--- config.mk ---
export PLATFORM = sky130hd
export DESIGN_NAME = dualMemBusCtrl
export DESIGN_NICKNAME = d
export VERILOG_FILES = /design/src/rtl/dmcPkg.sv /design/src/rtl/memBusCtrl.sv /design/src/rtl/memBusDatapath.sv /design/src/rtl/dualMemBusCtrl.sv
export SDC_FILE = /design/constraint.sdc
export NUM_CORES = 1
export LEC_CHECK = 0
export BUFFER_PORTS_ARGS = -buffer_cell sky130_fd_sc_hd__buf_2
export CORE_MARGIN = 2
export CORE_UTILIZATION = 48
export DETAILED_ROUTE_END_ITERATION = 8
export GPL_ROUTABILITY_DRIVEN = 0
export HOLD_SLACK_MARGIN = 0.03
export PLACE_DENSITY = 0.8
export SYNTH_ARGS = -nofsm -noshare
export SYNTH_HDL_FRONTEND = slang
export SYNTH_SLANG_ARGS = --single-unit
--- constraint.sdc ---
create_clock -name clk -period 2.1 [get_ports clk]
set_input_delay 0.42 -clock clk [delete_from_list [all_inputs] [get_ports clk]]
set_output_delay 0.42 -clock clk [all_outputs]
set_load 0.005 [all_outputs]
--- src/rtl/dmcPkg.sv ---
package dmcPkg;

  typedef enum logic [2:0] {
    ST_IDLE,
    ST_FL_RD,
    ST_FL_WR,
    ST_PS_RD,
    ST_PS_OPEN,
    ST_PS_WR,
    ST_GAP
  } ctlState_t;

  // strobes from control to datapath, active high
  typedef struct packed {
    logic loadReq;
    logic capture;
    logic flCe;
    logic flOe;
    logic flWe;
    logic flLatch;
    logic psCe;
    logic psOe;
    logic psWe;
    logic psSleep;
    logic dqDrive;
  } strobe_t;

  function automatic int unsigned psToCycles(input int unsigned ps, input int unsigned clkPs);
    int unsigned c;
    c = (ps + clkPs - 1) / clkPs;
    return (c == 0) ? 1 : c;
  endfunction

  function automatic int unsigned maxOf(input int unsigned a, input int unsigned b);
    return (a > b) ? a : b;
  endfunction

endpackage

--- src/rtl/memBusCtrl.sv ---
module memBusCtrl
  import dmcPkg::*;
#(
  parameter int unsigned CLK_PS      = 4000,
  parameter int unsigned FLASH_RD_PS = 70000,
  parameter int unsigned PS_FIRST_PS = 70000,
  parameter int unsigned PS_PAGE_PS  = 20000,
  parameter int unsigned WR_PULSE_PS = 45000,
  parameter int unsigned GAP_CYCLES  = 1
) (
  input  logic    clk,
  input  logic    rstN,
  input  logic    reqValid,
  input  logic    reqWrite,
  input  logic    reqTarget,
  input  logic    pageHit,
  input  logic    sleepReq,
  output logic    reqReady,
  output strobe_t strobe
);

  localparam int unsigned FL_RD_CYC = psToCycles(FLASH_RD_PS, CLK_PS);
  localparam int unsigned PS_FIRST_CYC = psToCycles(PS_FIRST_PS, CLK_PS);
  localparam int unsigned PS_PAGE_CYC = psToCycles(PS_PAGE_PS, CLK_PS);
  localparam int unsigned WR_CYC = psToCycles(WR_PULSE_PS, CLK_PS);
  localparam int unsigned GAP_CYC = (GAP_CYCLES == 0) ? 1 : GAP_CYCLES;
  localparam int unsigned MAX_CYC =
    maxOf(maxOf(FL_RD_CYC, PS_FIRST_CYC), maxOf(maxOf(PS_PAGE_CYC, WR_CYC), GAP_CYC));
  localparam int unsigned CNT_W = $clog2(MAX_CYC + 1);

  localparam logic [CNT_W-1:0] FL_RD_LD = CNT_W'(FL_RD_CYC - 1);
  localparam logic [CNT_W-1:0] PS_FIRST_LD = CNT_W'(PS_FIRST_CYC - 1);
  localparam logic [CNT_W-1:0] PS_PAGE_LD = CNT_W'(PS_PAGE_CYC - 1);
  localparam logic [CNT_W-1:0] WR_LD = CNT_W'(WR_CYC - 1);
  localparam logic [CNT_W-1:0] GAP_LD = CNT_W'(GAP_CYC - 1);

  ctlState_t state, nextState;
  logic [CNT_W-1:0] cnt, nextCnt;
  logic firstQ;
  logic sleepQ;
  logic cntDone;

  assign cntDone = (cnt == '0);

  always_comb begin
    nextState = state;
    nextCnt   = cnt;
    reqReady  = 1'b0;
    strobe    = '0;
    strobe.psSleep = sleepQ && !(state inside {ST_PS_RD, ST_PS_OPEN, ST_PS_WR});
    case (state)
      ST_IDLE: begin
        reqReady = !(reqTarget && sleepQ);
        if (reqValid && reqReady) begin
          strobe.loadReq = 1'b1;
          case ({reqTarget, reqWrite})
            2'b00:   begin nextState = ST_FL_RD; nextCnt = FL_RD_LD; end
            2'b01:   begin nextState = ST_FL_WR; nextCnt = WR_LD; end
            2'b10:   begin nextState = ST_PS_RD; nextCnt = PS_FIRST_LD; end
            default: begin nextState = ST_PS_WR; nextCnt = WR_LD; end
          endcase
        end
      end
      ST_FL_RD: begin
        strobe.flCe    = 1'b1;
        strobe.flOe    = 1'b1;
        strobe.flLatch = firstQ;
        if (cntDone) begin
          strobe.capture = 1'b1;
          nextState = ST_GAP;
          nextCnt   = GAP_LD;
        end else begin
          nextCnt = cnt - 1'b1;
        end
      end
      ST_FL_WR: begin
        strobe.flCe    = 1'b1;
        strobe.flWe    = 1'b1;
        strobe.flLatch = firstQ;
        strobe.dqDrive = 1'b1;
        if (cntDone) begin
          nextState = ST_GAP;
          nextCnt   = GAP_LD;
        end else begin
          nextCnt = cnt - 1'b1;
        end
      end
      ST_PS_RD: begin
        strobe.psCe = 1'b1;
        strobe.psOe = 1'b1;
        if (cntDone) begin
          strobe.capture = 1'b1;
          nextState = ST_PS_OPEN;
        end else begin
          nextCnt = cnt - 1'b1;
        end
      end
      ST_PS_OPEN: begin
        strobe.psCe = 1'b1;
        strobe.psOe = 1'b1;
        reqReady = reqTarget && !reqWrite && pageHit && !sleepQ;
        if (reqValid && reqReady) begin
          strobe.loadReq = 1'b1;
          nextState = ST_PS_RD;
          nextCnt   = PS_PAGE_LD;
        end else if (reqValid || sleepQ) begin
          nextState = ST_GAP;
          nextCnt   = GAP_LD;
        end
      end
      ST_PS_WR: begin
        strobe.psCe    = 1'b1;
        strobe.psWe    = 1'b1;
        strobe.dqDrive = 1'b1;
        if (cntDone) begin
          nextState = ST_GAP;
          nextCnt   = GAP_LD;
        end else begin
          nextCnt = cnt - 1'b1;
        end
      end
      ST_GAP: begin
        if (cntDone) nextState = ST_IDLE;
        else nextCnt = cnt - 1'b1;
      end
      default: nextState = ST_IDLE;
    endcase
  end

  always_ff @(posedge clk) begin
    if (!rstN) begin
      state  <= ST_IDLE;
      cnt    <= '0;
      firstQ <= 1'b0;
      sleepQ <= 1'b0;
    end else begin
      state  <= nextState;
      cnt    <= nextCnt;
      firstQ <= strobe.loadReq;
      sleepQ <= sleepReq;
    end
  end

endmodule

--- src/rtl/memBusDatapath.sv ---
module memBusDatapath
  import dmcPkg::*;
#(
  parameter int unsigned ADDR_W     = 22,
  parameter int unsigned DATA_W     = 16,
  parameter int unsigned PAGE_WORDS = 8
) (
  input  logic                clk,
  input  logic                rstN,
  input  strobe_t             strobe,
  input  logic [ADDR_W-1:0]   reqAddr,
  input  logic [DATA_W-1:0]   reqWdata,
  input  logic [DATA_W/8-1:0] reqByteEn,
  input  logic [DATA_W-1:0]   memDqIn,
  output logic                pageHit,
  output logic [ADDR_W-2:0]   memAddr,
  output logic                flashAddrTop,
  output logic [DATA_W-1:0]   memDqOut,
  output logic                memDqOe,
  output logic                flashCeN,
  output logic                flashOeN,
  output logic                flashWeN,
  output logic                flashLatchN,
  output logic                psramCeN,
  output logic                psramZzN,
  output logic                psramOeN,
  output logic                psramWeN,
  output logic [DATA_W/8-1:0] psramBeN,
  output logic                rspValid,
  output logic [DATA_W-1:0]   rspData
);

  localparam int unsigned LANES = DATA_W / 8;
  localparam int unsigned PAGE_BITS = $clog2(PAGE_WORDS);
  localparam int unsigned SHARED_W = ADDR_W - 1;

  logic [ADDR_W-1:0] addrQ;
  logic [DATA_W-1:0] wdataQ;
  logic [LANES-1:0]  beQ;
  logic [DATA_W-1:0] rdMasked;

  always_ff @(posedge clk) begin
    if (!rstN) begin
      addrQ  <= '0;
      wdataQ <= '0;
      beQ    <= '0;
    end else if (strobe.loadReq) begin
      addrQ  <= reqAddr;
      wdataQ <= reqWdata;
      beQ    <= reqByteEn;
    end
  end

  assign pageHit = (reqAddr[ADDR_W-1:PAGE_BITS] == addrQ[ADDR_W-1:PAGE_BITS]);

  // flash reads are whole words; pseudo-SRAM reads keep enabled lanes only
  for (genvar l = 0; l < LANES; l++) begin : g_lane
    logic keep;
    assign keep = strobe.psCe ? beQ[l] : 1'b1;
    assign rdMasked[l*8 +: 8] = keep ? memDqIn[l*8 +: 8] : 8'h00;
    assign psramBeN[l] = !(strobe.psCe && beQ[l]);
  end

  always_ff @(posedge clk) begin
    if (!rstN) begin
      rspValid <= 1'b0;
      rspData  <= '0;
    end else begin
      rspValid <= strobe.capture;
      if (strobe.capture) rspData <= rdMasked;
    end
  end

  assign memAddr      = addrQ[SHARED_W-1:0];
  assign flashAddrTop = strobe.flCe && addrQ[ADDR_W-1];
  assign memDqOut     = wdataQ;
  assign memDqOe      = strobe.dqDrive;
  assign flashCeN     = !strobe.flCe;
  assign flashOeN     = !strobe.flOe;
  assign flashWeN     = !strobe.flWe;
  assign flashLatchN  = !strobe.flLatch;
  assign psramCeN     = !strobe.psCe;
  assign psramOeN     = !strobe.psOe;
  assign psramWeN     = !strobe.psWe;
  assign psramZzN     = !strobe.psSleep;

endmodule

--- src/rtl/dualMemBusCtrl.sv ---
module dualMemBusCtrl
  import dmcPkg::*;
#(
  parameter int unsigned CLK_PS      = 4000,
  parameter int unsigned FLASH_RD_PS = 70000,
  parameter int unsigned PS_FIRST_PS = 70000,
  parameter int unsigned PS_PAGE_PS  = 20000,
  parameter int unsigned WR_PULSE_PS = 45000,
  parameter int unsigned GAP_CYCLES  = 1,
  parameter int unsigned PAGE_WORDS  = 8
) (
  input  logic        clk,
  input  logic        rstN,
  input  logic        reqValid,
  output logic        reqReady,
  input  logic        reqWrite,
  input  logic        reqTarget,
  input  logic [21:0] reqAddr,
  input  logic [15:0] reqWdata,
  input  logic [1:0]  reqByteEn,
  input  logic        psramSleep,
  output logic        rspValid,
  output logic [15:0] rspData,
  output logic [20:0] memAddr,
  output logic        flashAddrTop,
  output logic [15:0] memDqOut,
  output logic        memDqOe,
  input  logic [15:0] memDqIn,
  output logic        flashCeN,
  output logic        flashOeN,
  output logic        flashWeN,
  output logic        flashLatchN,
  output logic        psramCeN,
  output logic        psramZzN,
  output logic        psramOeN,
  output logic        psramWeN,
  output logic        psramUbN,
  output logic        psramLbN
);

  strobe_t strobe;
  logic    pageHit;
  logic [1:0] psramBeN;

  memBusCtrl #(
    .CLK_PS(CLK_PS), .FLASH_RD_PS(FLASH_RD_PS), .PS_FIRST_PS(PS_FIRST_PS),
    .PS_PAGE_PS(PS_PAGE_PS), .WR_PULSE_PS(WR_PULSE_PS), .GAP_CYCLES(GAP_CYCLES)
  ) u_ctrl (
    .clk(clk), .rstN(rstN), .reqValid(reqValid), .reqWrite(reqWrite),
    .reqTarget(reqTarget), .pageHit(pageHit), .sleepReq(psramSleep),
    .reqReady(reqReady), .strobe(strobe)
  );

  memBusDatapath #(
    .ADDR_W(22), .DATA_W(16), .PAGE_WORDS(PAGE_WORDS)
  ) u_dp (
    .clk(clk), .rstN(rstN), .strobe(strobe), .reqAddr(reqAddr),
    .reqWdata(reqWdata), .reqByteEn(reqByteEn), .memDqIn(memDqIn),
    .pageHit(pageHit), .memAddr(memAddr), .flashAddrTop(flashAddrTop),
    .memDqOut(memDqOut), .memDqOe(memDqOe), .flashCeN(flashCeN),
    .flashOeN(flashOeN), .flashWeN(flashWeN), .flashLatchN(flashLatchN),
    .psramCeN(psramCeN), .psramZzN(psramZzN), .psramOeN(psramOeN),
    .psramWeN(psramWeN), .psramBeN(psramBeN), .rspValid(rspValid),
    .rspData(rspData)
  );

  assign psramUbN = psramBeN[1];
  assign psramLbN = psramBeN[0];

endmodule

Yosys cells after proc, flatten, opt, wreduce, memory -nomap -nowiden
Cells that the tools add are included.

Output and inout bits: 67. Bits in read-only memories: 0. Bits in latches: 0. Memories: 0. Register bits after elaboration: 67. Logic and storage cells: 98. Bits in writable memories: 0. Input port bits: 62.

Divide/modulo/power cells: 0. $lt $le $gt $ge: 0. Multipliers: 0. Equality and inequality tests: 15. Add/subtract/negate cells: 1. Mux-type cells: 33. Shifts and indexed selects: 0. Bitwise operators: 0. Reduce and logical (&&, ||, !) cells: 40.

Operators with widths (count): two-way mux 5 bit (6); one-hot mux 5 bit (4 select lines) (1); equality test 19 bit (1); two-way mux 3 bit (6); two-way mux 8 bit (2); one-hot mux 3 bit (5 select lines) (1); logical NOT 1 bit (14); two-way mux 1 bit (14); OR reduction 2 bit (6); logical AND 1 bit (10); equality test 3 bit (second input constant) (3); one-hot mux 3 bit (3 select lines) (1); inequality test 2 x 1 -> 1 bit (second input constant) (4); equality test 3 x 2 -> 1 bit (second input constant) (2); OR reduction 3 bit (2); logical NOT 5 bit (1); AND reduction 5 bit (1); subtractor 5 x 1 -> 5 bit (second input constant) (1); one-hot mux 1 bit (2 select lines) (2); AND reduction 4 bit (1); nonzero test 4 bit (1); equality test 3 x 1 -> 1 bit (second input constant) (1); logical NOT 3 bit (1); inequality test 3 bit (second input constant) (1); other kinds (6) (6).

Longest topological paths before layout
Depth after elaboration: 7. Gate-level depth with buffers: 9. Depth with buffers taken out: 8.

Modules after synthesis
From an unflattened synthesis, not the netlist that was laid out.

Cell total of the unflattened synthesis: 388. Area total of the unflattened synthesis: 3577.2 µm².

Modules (own cells, without submodules): memBusDatapath (area each 2616.3 µm², instances 1, cells each 262, seq. area each 1141.1 µm²); memBusCtrl (area each 960.9 µm², instances 1, cells each 126, seq. area each 200.2 µm²).

Worst setup path before layout
Ideal clock, no wire load.

Kind: flip-flop to flip-flop. Start: register u_ctrl.cnt[0]. End: register u_ctrl.cnt[3]. Clock period less this slack: 1818 ps. Arrival time: 1691 ps. Path buffers: 0. Stages on the path, launching flop included: 9. Data required time: 1972 ps. Slack: 282 ps. Library setup time: 128 ps. Cells stage by stage: dfxtp_1 > inv_1 > ha_1 > nor4b_4 > maj3_1 > a21boi_2 > o21ai_0 > a22oi_1 > nor2_1.

Cells in the longest elaborated chain, start to end: 3. Elaborated cells on any way between the ends: 7. Those cells by class: add/sub (1); eq/ne (1); mux (3); reduce/logical (2).

RTL lines: start: declaration (line memBusCtrl.sv:38) `logic [CNT_W-1:0] cnt, nextCnt;`; start signal: assignment (line memBusCtrl.sv:138) `cnt <= nextCnt;`; subtractor 5 x 1 -> 5 bit or logical NOT 5 bit (tied branches); two-way mux 5 bit (tied with other cells) (line memBusCtrl.sv:91, memBusCtrl.sv:123); one-hot mux 5 bit (4 select lines) or AND reduction 4 bit (tied branches).

Several ways; a longest one is shown, not always the timed one. The select of a mux whose other input is x is not followed. A chain may end at the register's enable or synchronous reset.

Worst setup path after layout
Start: input reqWrite. End: output reqReady.

Cells in the longest elaborated chain, start to end: 5.

RTL lines: start: declaration (line dualMemBusCtrl.sv:16) `input logic reqWrite,`; logical NOT 1 bit (line memBusCtrl.sv:101) `reqReady = reqTarget && !reqWrite && pageHit && !sleepQ;`; logical AND 1 bit (3 in series) (line memBusCtrl.sv:101); one-hot mux 1 bit (2 select lines) (line memBusCtrl.sv:51) `case (state)`; end: declaration (line dualMemBusCtrl.sv:15) `output logic reqReady,`.

Every way passes these cells.

==> impl.org <==
** Status
- Run status :: finished clean

** Pwr
- In this run the power spent charging and discharging nets is 1820 µW.
- Cell Pwr Density :: 1180 nW/µm²
- Net switching share of the total power :: 37.7%
- The internal portion of the total power is 3000 µW.
- Summed over all cells, the static leakage comes to 0.00186 µW.
- The worst-case IR drop observed on VDD is 0.595 mV.
- The share of total power dissipated in the clock network is 22.2%.
- Of the total power, combinational logic draws 40.9%.
- Registers are responsible for 36.8% of the overall power.

** Final layout
- Area delta synth->final :: 28.4%
- Once layout is complete, the utilization of the core stands at 64.1%.
- Fraction of layout cells with a size suffix above 1 :: 37.0%
- Final net count :: 569
- Final non-filler cell area :: 4070 µm²
- Count of fill cells added during filler insertion :: 531
- Antenna diode instance count :: 0

** Global routing
- Initial antenna violation count :: 0
- Vias in the first global route :: 2903
- Global route overflow :: 0
- Global-route wire length before repair :: 12800 µm
- Entering global routing, the biggest net connects 53 pins.
- In the global route stage, overall resource usage came out at 21.7%.

** Clocking
- The clock drives 67 sinks.
- TritonCTS built the clock tree.
- H-Tree Depth :: 3
- Clock-pin slew was measured on the worst setup and hold paths at 0.07 ns.
- Number of hold buffers added after CTS :: 0
- Worst-skew pair later-pin latency :: 0.34 ns
- Counting the buffers created by CTS gives 9.
- Clock tree synthesis selected as its root buffer the cell sky130_fd_sc_hd__clkbuf_8.
- Buffer depth of the longest clock path :: 2

** Worst setup path
- Crit path buffers/inverters :: 3
- Worst stage delay on the critical path :: 0.28 ns
- Required time at the worst-slack endpoint :: 1.68 ns
- Critical Path Most Common Cell :: sky130_fd_sc_hd__buf_2
- CP max stage cell :: sky130_fd_sc_hd__nor4_2
- The worst setup path is captured at an output port.
- STA classifies the critical path startpoint as an input pin.
- Maximum fanout along the worst path :: 3
- On the critical path the largest part of the delay comes from simple AND/OR/NAND/NOR gates.
- Critical Path, Cell by Cell :: buf_2 > inv_1 > ha_1 > nand2b_1 > nor4_2 > nand3_1 > nor2_2 > a22o_1 > buf_2
- The worst setup path is of the in -> out kind.
- Data arrival time of the critical path :: 1.65 ns
- Register-to-register setup slack :: 0.12 ns

** Synth
- Largest family of logic cells by synthesized area :: simple AND/OR/NAND/NOR gates
- The largest total area in the synthesized netlist belongs to sky130_fd_sc_hd__dfxtp_1.
- Yosys mapped a number of flops with a built-in enable equal to 0.
- Ranking of synthesized cells by area :: sky130_fd_sc_hd__dfxtp_1, sky130_fd_sc_hd__nand3_1, sky130_fd_sc_hd__o21ai_1
- The top cell type by area accounts for 42.3% of the synthesized area.
- Post-Synth XOR/XNOR Area :: 5.53%
- Summing the areas of all fa, ha and maj instances in the mapped netlist gives 2.68% of the synthesized area.
- Cell variety after synth :: 39
- After synthesis, the share of flip-flops with an asynchronous set or reset is 0%.
- Number of warning messages in the yosys log :: 0
- Portion of netlist area occupied by mux cells :: 0%
- A synthesized cell averages 8.08 µm².
- Synth Cell Area :: 3170 µm²
- Synthesis produced a netlist whose cell count is 392.
- After synthesis, flip-flops and latches occupy 42.3% of the total area.
- Among all cell types in the netlist, the one instantiated most often is sky130_fd_sc_hd__dfxtp_1.
- Simple logic cell fraction of the synthesized area :: 23.6%
- The synthesized design contains 67 register bits.
- The most used flip-flop cell after synthesis is sky130_fd_sc_hd__dfxtp_1.
- Summing the areas of all compound-gate instances in the mapped netlist gives 16.7% of the synthesized area.
- The commonest cells after synthesis are sky130_fd_sc_hd__dfxtp_1, sky130_fd_sc_hd__nand2_1, sky130_fd_sc_hd__nand3_1.
- Nets in the synthesized netlist :: 460

** Route
- Summed over all layers, the routed wires come to 7810 µm.
- For this run, the detailed router's first-pass iteration total came to 4.
- Dividing the detail-routed via count by the number of cells gives 5.30.
- Once detail routing completed, the nets flagged for antenna violations numbered 0.
- For this block, the initial DRC count from the detailed router was 233.
- Total vias in the final route :: 3089
- In the final routed layout, each cell accounts on average for 13.4 µm.
- After detailed routing, the number of remaining DRC violations is 0.

** Placed design
- Total half-perimeter wirelength after legalization and detailed placement :: 5590 µm
- Placement-stage cell area :: 3750 µm²
- During placement, the flow inserted port buffers numbering 128.

** Timing
- Setup repair after global routing could not meet its margin everywhere.
- Fin Clk Skew :: 0.00820 ns
- Final slew viol count :: 0
- Based on the critical path, the design can be clocked at up to 482 MHz.
- Least-Margin Pin Slew :: 0.629 ns
- Final hold slack :: 0.287 ns
- The worst path in the final design needs a cycle of 2.07 ns, including I/O delays and setup.
- Of the available clock period, the critical path in the final layout requires 98.7%.
- Slew margin rel. :: 58.0%
- The final hold violation count was 0.
- Setup violations remaining at the end of the flow were counted as 0.

** Run
- Number of maximum-capacitance violations :: 0

** Floorplan
- For this design the top-level I/O count stands at 129.
- The floorplan step defined a core boundary enclosing 6350 µm².
- The initialized floorplan defines 29 standard-cell rows.
- The die covers 7270 µm².
- Once the floorplan was initialized, standard cells occupied 49.9% of the core.
- The floorplan step set the die width to 85.3 µm.
- Die Ht :: 85.3 µm

** Min path
- In this run the worst hold path is classified as in -> reg.
==> per-layer routing <==
| metal | vias to the layer above | track usage (%) | routed length, µm |
|---|---|---|---|
| li1 | 1550 | - | - |
| met1 | 1426 | 27.5 | 3310 |
| met2 | 100 | 35.6 | 3800 |
| met3 | 13 | 5.93 | 568 |
| met4 | 0 | 7.36 | 132 |
| met5 | - | 0 | 0 |
==> stage by stage <==
stage	worst slack [ns]	total power (µW)	TNS, ns	cells
final	0.0272	4820	0	583
after global routing	-0.108	5160	-0.113	583
after CTS	-0.00682	4750	-0.00682	581
after detailed placement	-0.00992	3620	-0.0174	563
after global placement	0.111	3550	0	563
after floorplan	0.282	3040	0	392
==> cell usage in the layout, fill, tap and decap left out, types with 7 or more instances in the layout <==
| cell | instances |
|---|---|
| sky130_fd_sc_hd__clkbuf_8 | 10 |
| sky130_fd_sc_hd__buf_2 | 128 |
| sky130_fd_sc_hd__dfxtp_2 | 7 |
| sky130_fd_sc_hd__dfxtp_1 | 59 |
| sky130_fd_sc_hd__xor2_1 | 16 |
| sky130_fd_sc_hd__nor2_1 | 26 |
| sky130_fd_sc_hd__nand3_1 | 46 |
| sky130_fd_sc_hd__o21ai_1 | 41 |
| sky130_fd_sc_hd__inv_1 | 8 |
| sky130_fd_sc_hd__o21ai_0 | 9 |
| sky130_fd_sc_hd__nand2_1 | 54 |
| sky130_fd_sc_hd__buf_4 | 14 |
| sky130_fd_sc_hd__a22oi_1 | 17 |
==> path summary, 6_finish.rpt <==
path                                endpoint                  startpoint  cells after the start
setup reg to reg  u_ctrl.cnt[3]$_SDFFE_PN0P_  u_ctrl.cnt[0]$_SDFFE_PN0P_                      8
hold reg to reg   u_dp.addrQ[2]$_SDFFE_PN0P_  u_dp.addrQ[2]$_SDFFE_PN0P_                      2
setup / recovery                    reqReady                    reqWrite                      9
hold / removal      u_ctrl.sleepQ$_SDFF_PN0_                  psramSleep                      2
==> sequential cells by signal (all words and copies together) (netlist names) <==
| signal | cells |
|---|---|
| u_dp.addrQ | 22 |
| u_ctrl.state | 3 |
| u_ctrl.sleepQ | 1 |
| u_ctrl.cnt | 5 |
| u_ctrl.firstQ | 1 |
| u_dp.rspData | 16 |
| u_dp.memDqOut | 16 |
| u_dp.rspValid | 1 |
| u_dp.beQ | 2 |
==> kinds of logic (layout without fill, tap and decap cells) <==
logic type / Yosys count / in the layout
AOI/OAI and AO/OA: 88 / 88
xor gates and xnor gates: 20 / 20
adders and majority gates: 7 / 7
buffers and inverters: 53 / 167
DFF: 67 / 67
and+or+nand+nor: 157 / 157
==> cell type report <==
type / count / area (µm²) / share of cell area [%]
flip-flops and latches: 67 / 1350 / 33.3
repair buffers: 143 / 766 / 18.8
clock buffers: 11 / 141 / 3.47
clock inverters: 5 / 52.6 / 1.29
multi-input cells: 272 / 1630 / 40.1
inverters: 8 / 30.0 / 0.738
well taps: 77 / 96.3 / 2.37
==> power groups by stage <==
stage,logic (µW),clock network (µW),registers [µW]
finish,1970,1070,1780
global route,2190,1160,1810
CTS,1900,1100,1760
detailed placement,1840,0,1770
global placement,1780,0,1760
floorplan,1310,0,1740
==> repair_timing <==
item / 4_1_cts / 5_1_grt
pin swaps: 6 / 8
setup endpoints to repair: 7 / 8
resized for setup: 8 / 18
buffers inserted: 2 / 2
No activity file was read; power rests on OpenSTA's default activity.
